--- config.mk ---
export PLATFORM = sky130hd
export DESIGN_NAME = dual_cpu_irq_router
export DESIGN_NICKNAME = d
export VERILOG_FILES = /design/src/rtl/intr_route_pkg.sv /design/src/rtl/intr_sync.sv /design/src/rtl/intr_edge.sv /design/src/rtl/intr_steer.sv /design/src/rtl/dual_cpu_irq_router.sv
export SDC_FILE = /design/constraint.sdc
export NUM_CORES = 1
export LEC_CHECK = 0
export BUFFER_PORTS_ARGS = -buffer_cell sky130_fd_sc_hd__buf_4
export CAP_MARGIN = 20
export CORE_AREA = 2 2 39 41
export CTS_CLUSTER_DIAMETER = 120
export DETAILED_ROUTE_END_ITERATION = 16
export DIE_AREA = 0 0 41 43
export PLACE_DENSITY = 0.44
export SYNTH_ARGS = -nofsm -noshare
export SYNTH_HDL_FRONTEND = slang
export SYNTH_HIERARCHICAL = 1
export SYNTH_SLANG_ARGS = --single-unit
--- constraint.sdc ---
create_clock -name clk -period 0.9 [get_ports clk]
set_input_delay 0.09 -clock clk [delete_from_list [all_inputs] [get_ports clk]]
set_output_delay 0.09 -clock clk [all_outputs]
set_load 0.05 [all_outputs]
--- src/rtl/intr_route_pkg.sv ---
package intr_route_pkg;

  typedef enum logic {
    CPU_A = 1'b0,
    CPU_B = 1'b1
  } cpu_sel_e;

  typedef struct packed {
    logic a_intr;
    logic a_trap;
    logic b_intr;
    logic b_nmi;
  } cpu_pins_t;

  // Merge of the non-maskable sources, inputs already active-high
  function automatic logic nmi_level_of(logic bus_act, logic pf_act, logic pf_en);
    return bus_act | (pf_act & pf_en);
  endfunction

  // Swap request: mask gates the combined pending indicator
  function automatic logic swap_request(logic mask, logic irq, logic nmi_lvl);
    return mask & (irq | nmi_lvl);
  endfunction

  // Steering of both interrupt kinds onto the selected processor
  function automatic cpu_pins_t steer_pins(cpu_sel_e who, logic irq, logic nmi_pulse);
    cpu_pins_t p;
    p = '0;
    if (who == CPU_A) begin
      p.a_intr = irq;
      p.a_trap = nmi_pulse;
    end else begin
      p.b_intr = irq;
      p.b_nmi  = nmi_pulse;
    end
    return p;
  endfunction

endpackage

--- src/rtl/intr_sync.sv ---
module intr_sync #(
  parameter int   STAGES    = 2,
  parameter logic RESET_VAL = 1'b0
) (
  input  logic clk,
  input  logic rst_n,
  input  logic d,
  output logic q
);

  generate
    if (STAGES <= 1) begin : g_single
      logic r_q;
      always_ff @(posedge clk or negedge rst_n) begin
        if (!rst_n) r_q <= RESET_VAL;
        else        r_q <= d;
      end
      assign q = r_q;
    end else begin : g_chain
      logic [STAGES-1:0] r_chain;
      always_ff @(posedge clk or negedge rst_n) begin
        if (!rst_n) r_chain <= {STAGES{RESET_VAL}};
        else        r_chain <= {r_chain[STAGES-2:0], d};
      end
      assign q = r_chain[STAGES-1];
    end
  endgenerate

endmodule

--- src/rtl/intr_edge.sv ---
module intr_edge (
  input  logic clk,
  input  logic rst_n,
  input  logic level,
  output logic pulse
);

  logic level_d;

  always_ff @(posedge clk or negedge rst_n) begin
    if (!rst_n) level_d <= 1'b0;
    else        level_d <= level;
  end

  assign pulse = level & ~level_d;

  AST_PULSE_SINGLE: assert property (@(posedge clk) disable iff (!rst_n)
    pulse |=> !pulse);

endmodule

--- src/rtl/intr_steer.sv ---
module intr_steer
  import intr_route_pkg::*;
(
  input  logic clk,
  input  logic rst_n,
  input  logic sel_b,
  input  logic irq_q,
  input  logic nmi_pulse,
  input  logic nmi_level,
  input  logic swap_mask,
  output logic a_intr,
  output logic a_trap,
  output logic b_intr,
  output logic b_nmi,
  output logic swap_force
);

  cpu_pins_t pins;
  cpu_sel_e  who;

  assign who  = sel_b ? CPU_B : CPU_A;
  assign pins = steer_pins(who, irq_q, nmi_pulse);

  assign a_intr     = pins.a_intr;
  assign a_trap     = pins.a_trap;
  assign b_intr     = pins.b_intr;
  assign b_nmi      = pins.b_nmi;
  assign swap_force = swap_request(swap_mask, irq_q, nmi_level);

  AST_A_QUIET_WHEN_B: assert property (@(posedge clk) disable iff (!rst_n)
    sel_b |-> (!a_intr && !a_trap));
  AST_B_QUIET_WHEN_A: assert property (@(posedge clk) disable iff (!rst_n)
    !sel_b |-> (!b_intr && !b_nmi));
  AST_SWAP_NEEDS_MASK: assert property (@(posedge clk) disable iff (!rst_n)
    swap_force |-> swap_mask);
  AST_NMI_IMPLIES_SWAP: assert property (@(posedge clk) disable iff (!rst_n)
    (swap_mask && (a_trap || b_nmi)) |-> swap_force);

endmodule

--- src/rtl/dual_cpu_irq_router.sv ---
module dual_cpu_irq_router
  import intr_route_pkg::*;
#(
  parameter int SYNC_STAGES = 2,
  parameter int IRQ_STAGES  = 1
) (
  input  logic clk,
  input  logic rst_n,
  input  logic irq_raw,
  input  logic nmi_bus_n,
  input  logic pwrfail_n,
  input  logic pwrfail_en,
  input  logic sel_b,
  input  logic swap_mask,
  output logic a_intr,
  output logic a_trap,
  output logic b_intr,
  output logic b_nmi,
  output logic swap_force
);

  localparam int NSRC = 2;

  logic            irq_q;
  logic [NSRC-1:0] src_n_raw;
  logic [NSRC-1:0] src_n_sync;
  logic            nmi_level;
  logic            nmi_pulse;
  logic            armed;

  assign src_n_raw = {pwrfail_n, nmi_bus_n};

  intr_sync #(.STAGES(IRQ_STAGES), .RESET_VAL(1'b0)) u_irq_retime (
    .clk(clk), .rst_n(rst_n), .d(irq_raw), .q(irq_q)
  );

  genvar gi;
  generate
    for (gi = 0; gi < NSRC; gi++) begin : g_nmi_src
      intr_sync #(.STAGES(SYNC_STAGES), .RESET_VAL(1'b1)) u_sync (
        .clk(clk), .rst_n(rst_n), .d(src_n_raw[gi]), .q(src_n_sync[gi])
      );
    end
  endgenerate

  assign nmi_level = nmi_level_of(~src_n_sync[0], ~src_n_sync[1], pwrfail_en);

  intr_edge u_edge (
    .clk(clk), .rst_n(rst_n), .level(nmi_level), .pulse(nmi_pulse)
  );

  intr_steer u_steer (
    .clk(clk), .rst_n(rst_n), .sel_b(sel_b), .irq_q(irq_q),
    .nmi_pulse(nmi_pulse), .nmi_level(nmi_level), .swap_mask(swap_mask),
    .a_intr(a_intr), .a_trap(a_trap), .b_intr(b_intr), .b_nmi(b_nmi),
    .swap_force(swap_force)
  );

  always_ff @(posedge clk or negedge rst_n) begin
    if (!rst_n) armed <= 1'b0;
    else        armed <= 1'b1;
  end

  generate
    if (IRQ_STAGES == 1) begin : g_irq_chk
      AST_IRQ_RETIMED: assert property (@(posedge clk) disable iff (!rst_n)
        armed |-> ((a_intr | b_intr) == $past(irq_raw)));
    end
  endgenerate

  AST_NMI_ONE_TARGET: assert property (@(posedge clk) disable iff (!rst_n)
    !(a_trap && b_nmi));
  AST_NMI_PULSE_SHORT: assert property (@(posedge clk) disable iff (!rst_n)
    (a_trap || b_nmi) |=> !(a_trap || b_nmi));

endmodule

* Yosys cells after proc, flatten, opt, wreduce, memory -nomap -nowiden *
Index checks and enable logic that the tools add are counted.

word-level totals
  flip-flop bits (word level) = 6
  bits of input ports = 8
  output and inout bits = 5
  logic and storage cells = 15

cells by class
  multiplexer cells = 3
  bitwise gates (word level) = 8

operator list
  cell         number
  $mux 2       2
  $and 1x1->1  3
  $not 1->1    3
  $or 1x1->1   2
  $mux 1       1

* Depth between registers and ports, before layout *
Gate-level depths: netlist (run 1).

  word-level depth = 5
  gate-level depth with buffers = 4
  mapped depth without buffers = 4

* By module *
Netlist (run 1), hierarchy kept.

modules (own cells, without submodules)
  module                                instances  cells an instance  area each (µm²)  sequential area each (µm²)
  intr_sync at g_nmi_src[0].u_sync ...  2          2                  52.6             52.6
  intr_edge                             1          2                  38.8             25.0
  intr_steer                            1          5                  32.5             0.0
  intr_sync at u_irq_retime             1          1                  25.0             25.0
  dual_cpu_irq_router                   1          2                  12.5             0.0

* Worst setup path after synthesis (run 1) *
OpenSTA, ideal clock, no wires.

  path type = reg-to-output
  from = reg g_nmi_src[1].u_sync.g_chain.r_chain[1]
  to = out a_trap
  data arrival time = 1,361 ps
  data required time = 810 ps
  path slack = -551 ps
  cell stages (with the launch flop) = 4
  path buffers = 0
  cells stage by stage = dfstp_2 > o21ai_2 > nor2b_4 > nor2b_1

between the ends
  word-level cells in the longest chain between the ends = 5

ends and longest elaborated chain
  element                 line                       text
  from (decl)             intr_sync.sv:20            logic [STAGES-1:0] r_chain;
  from (signal assigned)  intr_sync.sv:22            if (!rst_n) r_chain <= {STAGES{RESET_VAL}};
  from (signal assigned)  intr_sync.sv:23            else r_chain <= {r_chain[STAGES-2:0], d};
  $not 1->1               dual_cpu_irq_router.sv:46  assign nmi_level = nmi_level_of(~src_n_sync[0], ~src_n_sync[1], pwrfail_en);
  $and 1x1->1             intr_route_pkg.sv:17       return bus_act | (pf_act & pf_en);
  $or 1x1->1              intr_route_pkg.sv:17
  net nmi_level           dual_cpu_irq_router.sv:27  logic nmi_level;
  $and 1x1->1             intr_edge.sv:15            assign pulse = level & ~level_d;
  net nmi_pulse           dual_cpu_irq_router.sv:28  logic nmi_pulse;
  $mux 2                  intr_route_pkg.sv:29       if (who == CPU_A) begin
  to (decl)               dual_cpu_irq_router.sv:16  output logic a_trap,

The timed path passes the listed nets, and every way through them passes these cells.

* Worst setup path after layout (run 1) *
  from = reg g_nmi_src[1].u_sync.g_chain.r_chain[1]
  to = out b_nmi

between the ends
  word-level cells in the longest chain between the ends = 5

ends and longest elaborated chain
  element        line                       text
  $not 1->1      dual_cpu_irq_router.sv:46
  $and 1x1->1    intr_route_pkg.sv:17
  $or 1x1->1     intr_route_pkg.sv:17
  net nmi_level  dual_cpu_irq_router.sv:27
  $and 1x1->1    intr_edge.sv:15
  net nmi_pulse  dual_cpu_irq_router.sv:28
  $mux 2         intr_route_pkg.sv:29
  to (decl)      dual_cpu_irq_router.sv:18  output logic b_nmi,

The timed path passes the listed nets, and every way through them passes these cells.

==> results of run 1 <==
==> final cells by class <==
| type | count | area (sq um) | area share |
|---|---|---|---|
| repair buffers | 17 | 164 | 0.362 |
| flip-flops and latches | 6 | 155 | 0.343 |
| multi-input cells | 7 | 83.8 | 0.185 |
| clock buffers | 4 | 26.3 | 0.0580 |
| well taps | 16 | 20.0 | 0.0442 |
| inverters | 1 | 3.75 | 0.00829 |
==> worst max path at each step <==
| stage | start | endpoint | cells after the start |
|---|---|---|---|
| global route | g_nmi_src[0].u_sync/g_chain.r_chain[1] | b_nmi | 4 |
| finish | g_nmi_src[1].u_sync/g_chain.r_chain[1] | b_nmi | 4 |
| CTS | g_nmi_src[1].u_sync/g_chain.r_chain[1] | b_nmi | 4 |
| detailed placement | g_nmi_src[1].u_sync/g_chain.r_chain[1] | b_nmi | 4 |
| global placement | g_nmi_src[1].u_sync/g_chain.r_chain[1] | b_nmi | 4 |
| floorplan | g_nmi_src[1].u_sync/g_chain.r_chain[1] | a_trap | 3 |
==> layer usage <==
| layer | vias to the layer above | share of wire |
|---|---|---|
| li1 | 85 | - |
| met1 | 93 | 0.30 |
| met2 | 12 | 0.60 |
| met3 | 0 | 0.10 |
| met4 | 0 | 0 |
| met5 | - | 0 |
==> through the flow <==
step / cell area [sq um] / TNS (ns) / instances / hold WS (ns) / util
6_report: 453 / -1.45 / 51 / 0.182 / 0.327
5_1_grt: 453 / -1.67 / 51 / 0.181 / 0.327
3_5_place_dp: 338 / -0.545 / 42 / -0.100 / 0.244
3_3_place_gp: 338 / -0.532 / 42 / -0.102 / 0.244
4_1_cts: 434 / -1.52 / 50 / 0.125 / 0.314
2_1_floorplan: 228 / -0.261 / 14 / -0.206 / -
==> kinds of logic (layout without fill, tap and decap cells) <==
family / Yosys count / in the layout / synth area share
buffers and inverters: 1 / 22 / 0.0175
AND/OR/NAND/NOR: 5 / 5 / 0.181
AO/OA/AOI/OAI: 2 / 2 / 0.0760
flip-flops: 6 / 6 / 0.725
==> sequential cells by signal, indices dropped and copies added (netlist names) <==
signal,cells
u_irq_retime/q,1
g_nmi_src.u_sync/g_chain.r_chain,4
u_edge/level_d,1
==> critical path: stages (launching register included) <==
cell and delay (ns):
dfstp_2 0.54, o21ai_4 0.06, nor2b_4 0.13, and2_4 0.13
buf_8 0.14
==> timing repair <==
action                                 CTS  global route
buffers inserted                         0             1
pin swaps                                2             2
resized for setup                        8             2
endpoints found under the hold margin    9             0
setup endpoints to repair                5             5
hold buffers                             4             0
==> where the power goes <==
group	internal (uW)	leakage [uW]	total, uW	switching [uW]
combinational	82.7	0.000128	157	74.2
sequential	292	0.0000647	302	9.26
clock	168	0.0000150	260	92.0
==> cell usage in the layout, fill, tap and decap left out <==
| master | netlist | layout |
|---|---|---|
| nor2b_4 | 1 | 3 |
| dlygate4sd3_1 | 0 | 4 |
| buf_4 | 0 | 8 |
| o21ai_4 | 0 | 1 |
| clkbuf_1 | 0 | 1 |
| buf_8 | 0 | 2 |
| o21a_2 | 0 | 1 |
| dfstp_2 | 4 | 4 |
| dfrtp_1 | 2 | 2 |
| clkbuf_4 | 0 | 3 |
| buf_6 | 0 | 3 |
| inv_1 | 1 | 1 |
| and2_4 | 0 | 2 |
==> impl_metrics.tcl, run 1 <==
set metrics [dict create \
    fp.dieW_um 41 \
    async_flop_share 1.00 \
    synth_largest_area_cell "dfstp_2" \
    grt_usage 0.0637 \
    grt-ovfl-total 0 \
    area_growth_pct 112 \
    peakVddDrop_uv 777 \
    yosysWarnings 6 \
    clkTransAtPathRegs_ns 0.05 \
    io_pins 13 \
    fin_nets 44 \
    synth_commonest_cells "dfstp_2 (4), and2_1 (2), dfrtp_1 (2), nor2b_1 (2)" \
    clock-sinks 6 \
    end_kind "output port" \
    finalSetupViolCount 5 \
    gp_congestion 0.591 \
    synth.most_common_cell "dfstp_2" \
    routedWlPerCell_um 9.33 \
    dp_slack_ns -0.210 \
    cts_htree_levels 1 \
    post-route-period-util 1.47 \
    layout_setup_ws_ns -0.419 \
    wl_um 476 \
    grt_use_met1 0.0493 \
    max_freq_mhz 758 \
    antenna_cells 0 \
    synth_area_leaders "dfstp_2 (49%), dfrtp_1 (23%), nor2b_4 (6.4%)" \
    core_sq_mm 0.00138 \
    cp_max_fo 3 \
    grt_max_degree 7 \
    cts-root-buf "clkbuf_4" \
    syn_area_sq_um 214 \
    layout-drive-gt1-share 0.771 \
    start_util 0.155 \
    worst_r2r_endpoint "u_edge/level_d" \
    ys_types 8 \
    grt_setup_unrepaired "true" \
    fill_cells 147 \
    grt_pass1_wl_um 710 \
    violations "setup timing" \
    io_buffers 12 \
    synth_seq_area_share 0.725 \
    grt_pass1_vias 209 \
    ys_ff_latch 6 \
    cts_tree "yes" \
    top_usage_layer "met2" \
    syn_inst 14 \
    die-area_sq_mm 0.00176 \
    p_leak_uw 0.000208 \
    cp-start-kind "flop" \
    clk_latency_ns 0.24 \
    ys.flop_type "dfstp_2" \
    antenna_found_initial 0 \
    finalPower_uw 718 \
    crit_type "reg2out" \
    r2r_slack_ns 0.08 \
    slew_violations 0 \
    post-route-min-period_ns 1.32 \
    postRouteAntennaNets 0 \
    synth_edf_count 0 \
    drv_cap 0 \
    drc 0 \
    syn_area_per_cell_sq_um 15.3 \
    cts_max_path_buffers 2 \
    slew_headroom 0.914 \
    r2r-start "g_nmi_src[1].u_sync/g_chain.r_chain[1]" \
    row_count 14 \
    synth_nets 22 \
    worst_pin_slew_ns 0.129 \
    outcome "finished, violations left" \
    gr-usage-met2 0.113 \
    final-hold-violation-count 0 \
    cts_buffers 3 \
    hold_path.class "in2async" \
    vias_per_cell 3.73 \
    synth_top_area_frac 0.491 \
    drt_iter0_drc 0 \
    r2r_cells 2 \
    die_y_um 43 \
    power_density_mw_per_mm2 1590 \
    dr.pass1.iters 1 \
    worstPathRequired_ns 0.81 \
    use_met3 0.0157 \
    skew_ns 0.00989 \
    worst_ep_arrival_time_ns 1.23 \
    num_vias 190 \
]
Note: power is estimated with default switching activity, not from simulation.
==> run 2: changes to the inputs <==
--- a/config.mk
+++ b/config.mk
@@ -5,14 +5,15 @@
 export SDC_FILE = /design/constraint.sdc
 export NUM_CORES = 1
 export LEC_CHECK = 0
+export ABC_AREA = 1
 export BUFFER_PORTS_ARGS = -buffer_cell sky130_fd_sc_hd__buf_4
 export CAP_MARGIN = 20
 export CORE_AREA = 2 2 39 41
 export CTS_CLUSTER_DIAMETER = 120
 export DETAILED_ROUTE_END_ITERATION = 16
 export DIE_AREA = 0 0 41 43
-export PLACE_DENSITY = 0.44
+export PLACE_DENSITY = 0.45
+export SLEW_MARGIN = 20
 export SYNTH_ARGS = -nofsm -noshare
 export SYNTH_HDL_FRONTEND = slang
-export SYNTH_HIERARCHICAL = 1
 export SYNTH_SLANG_ARGS = --single-unit
==> impl_metrics.tcl, run 2 <==
set metrics [dict create \
    die-area_sq_mm 0.00176 \
    violations "setup timing" \
    synth_nets 29 \
    syn_area_sq_um 220 \
    skew_ns 0.00670 \
    grt_pass1_wl_um 752 \
    critical-path-max-stage-delay_ns 0.52 \
    io_buffers 12 \
    setup_tns_ns -1.51 \
    post-route-min-period_ns 1.31 \
    grt_use_met1 0.0559 \
    crit_buf_inv 3 \
    grt_max_degree 7 \
    synth_largest_area_cell "dfstp_2" \
    row_count 14 \
    slew_violations 0 \
    num_vias 224 \
    use_met3 0.0314 \
    fp.dieW_um 41 \
    p_leak_uw 0.000229 \
    cts-root-buf "clkbuf_4" \
    postRouteAntennaNets 0 \
    worst_pin_slew_ns 0.117 \
    regMostFlops "g_nmi_src.u_sync.g_chain.r_chain" \
    post-route-period-util 1.45 \
    syn_area_per_cell_sq_um 10.5 \
    max_freq_mhz 766 \
    io_pins 13 \
    synth_seq_area_share 0.705 \
    core_sq_mm 0.00138 \
    hold_path.class "in2reg" \
    layout-drive-gt1-share 0.795 \
    clkTransAtPathRegs_ns 0.05 \
    peakVddDrop_uv 708 \
    area_growth_pct 116 \
    die_y_um 43 \
    worst_path_most_repeated_cell "nand2_2" \
    top_usage_layer "met2" \
    finalSetupViolCount 5 \
    start_util 0.159 \
    drc 0 \
    worstPathRequired_ns 0.81 \
    syn_inst 21 \
    power_density_mw_per_mm2 1530 \
    final-hold-violation-count 0 \
    vias_per_cell 3.73 \
    drt_iter0_drc 1 \
    yosysWarnings 0 \
    path_cells "inv_2 > nand2_2 > nand3_2 > nand2_2 > clkinvlp_4 > buf_6" \
    synth_top_area_frac 0.477 \
    grt_pass1_vias 207 \
    dpl_cell_area_sq_um 364 \
    fin_nets 53 \
    dpl.hpwl_um 361 \
    antenna_found_initial 0 \
    finalCoreUtilization 0.344 \
    slew_headroom 0.922 \
    gr-usage-met2 0.109 \
    cp_max_fo 2 \
    async_flop_share 1.00 \
    crit_family "flip-flops" \
    outcome "finished, violations left" \
    layout_setup_ws_ns -0.405 \
    synth_commonest_cells "inv_1 (6), dfstp_2 (4), nand2_2 (3), nor2_1 (3)" \
    design_area_sq_um 475 \
    synth.most_common_cell "inv_1" \
    synth_area_leaders "dfstp_2 (48%), dfrtp_1 (23%), inv_1 (10%)" \
    synth_edf_count 0 \
    cts_htree_levels 1 \
    cp_slowest_cell "dfstp_2" \
    ys_ff_latch 6 \
    grt-ovfl-total 0 \
    cp-start-kind "flop" \
    clock-sinks 6 \
    cts_buffers 3 \
    routedWlPerCell_um 8.43 \
    wl_um 506 \
    antenna_cells 0 \
    drv_cap 0 \
    fill_cells 148 \
    cts_tree "yes" \
    place_inst 51 \
    cts_max_path_buffers 2 \
    crit_type "reg2out" \
    grt_usage 0.0708 \
    dr.pass1.iters 2 \
    fin_cells 60 \
    layout_commonest_cell "buf_6" \
    ys_types 7 \
    end_kind "output port" \
    ys.flop_type "dfstp_2" \
    grt_setup_unrepaired "true" \
    finalPower_uw 726 \
    largest_reg_flops 4 \
    final_cell_mix "buf_6 (8), buf_4 (7), nand2_2 (5)" \
    gp_congestion 0.517 \
    clk_latency_ns 0.24 \
    worst_ep_arrival_time_ns 1.22 \
]
-- run 2: timing repair --
item / CTS / global route
endpoints found under the hold margin: 9 / 0
resized for setup: 9 / 3
pin swaps: 0 / 1
endpoints found under the setup margin: 6 / 5
hold buffers: 4 / 0
buffers inserted: 2 / 0
-- run 2: final cells by class --
type / count / area, sq um / share of cell area
Timing Repair Buffer: 19 / 183 / 0.384
Sequential cell: 6 / 155 / 0.326
Multi-Input combinational cell: 9 / 65.1 / 0.137
Clock buffer: 4 / 26.3 / 0.0553
Inverter: 6 / 26.3 / 0.0553
Tap cell: 16 / 20.0 / 0.0421
-- run 2: metrics by stage --
stage / hold WS [ns] / setup WS (ns)
final: 0.179 / -0.405
after global routing: 0.173 / -0.471
after CTS: 0.175 / -0.439
after detailed placement: -0.0993 / -0.200
after global placement: -0.105 / -0.177
after floorplan: -0.206 / -0.156
-- run 2: routing by layer --
| layer | share of wire | routed length (um) | vias up |
|---|---|---|---|
| li1 | - | - | 104 |
| met1 | 0.35 | 179 | 105 |
| met2 | 0.50 | 255 | 13 |
| met3 | 0.12 | 60 | 2 |
| met4 | 0.020 | 10 | 0 |
| met5 | 0 | 0 | - |
-- run 2: worst paths after layout --
path	from	endpoint	slack [ns]	depth (start not counted)
max in group asynchronous	rst_n	g_nmi_src[1].u_sync.g_chain.r_chain[1]	0.50	2
min reg2reg	g_nmi_src[1].u_sync.g_chain.r_chain[0]	g_nmi_src[1].u_sync.g_chain.r_chain[1]	0.36	0
max reg2reg	g_nmi_src[1].u_sync.g_chain.r_chain[1]	u_edge.level_d	0.02	4
min	pwrfail_en	u_edge.level_d	0.18	4
min in group asynchronous	rst_n	u_irq_retime.q	0.19	2
max	g_nmi_src[1].u_sync.g_chain.r_chain[1]	swap_force	-0.41	6
-- run 2: where the power goes --
group | leakage [uW] | switching [uW] | internal [uW] | total [uW]
Clock | 0.0000150 | 93.4 | 168 | 261
Combinational | 0.000149 | 86.5 | 79.3 | 166
Sequential | 0.0000647 | 7.20 | 292 | 299
-- run 2: cells by family after synthesis --
| kind of cell | after synthesis | share of synthesized area |
|---|---|---|
| DFF | 6 | 0.705 |
| and+or+nand+nor | 9 | 0.193 |
| buffers and inverters | 6 | 0.102 |
-- run 2: worst reg2reg max path, cell delays in order (launching register included) --
cell and delay [ns]:
dfstp_2 0.52, inv_2 0.03, nand2_2 0.06, nand2_2 0.06, buf_6 0.11
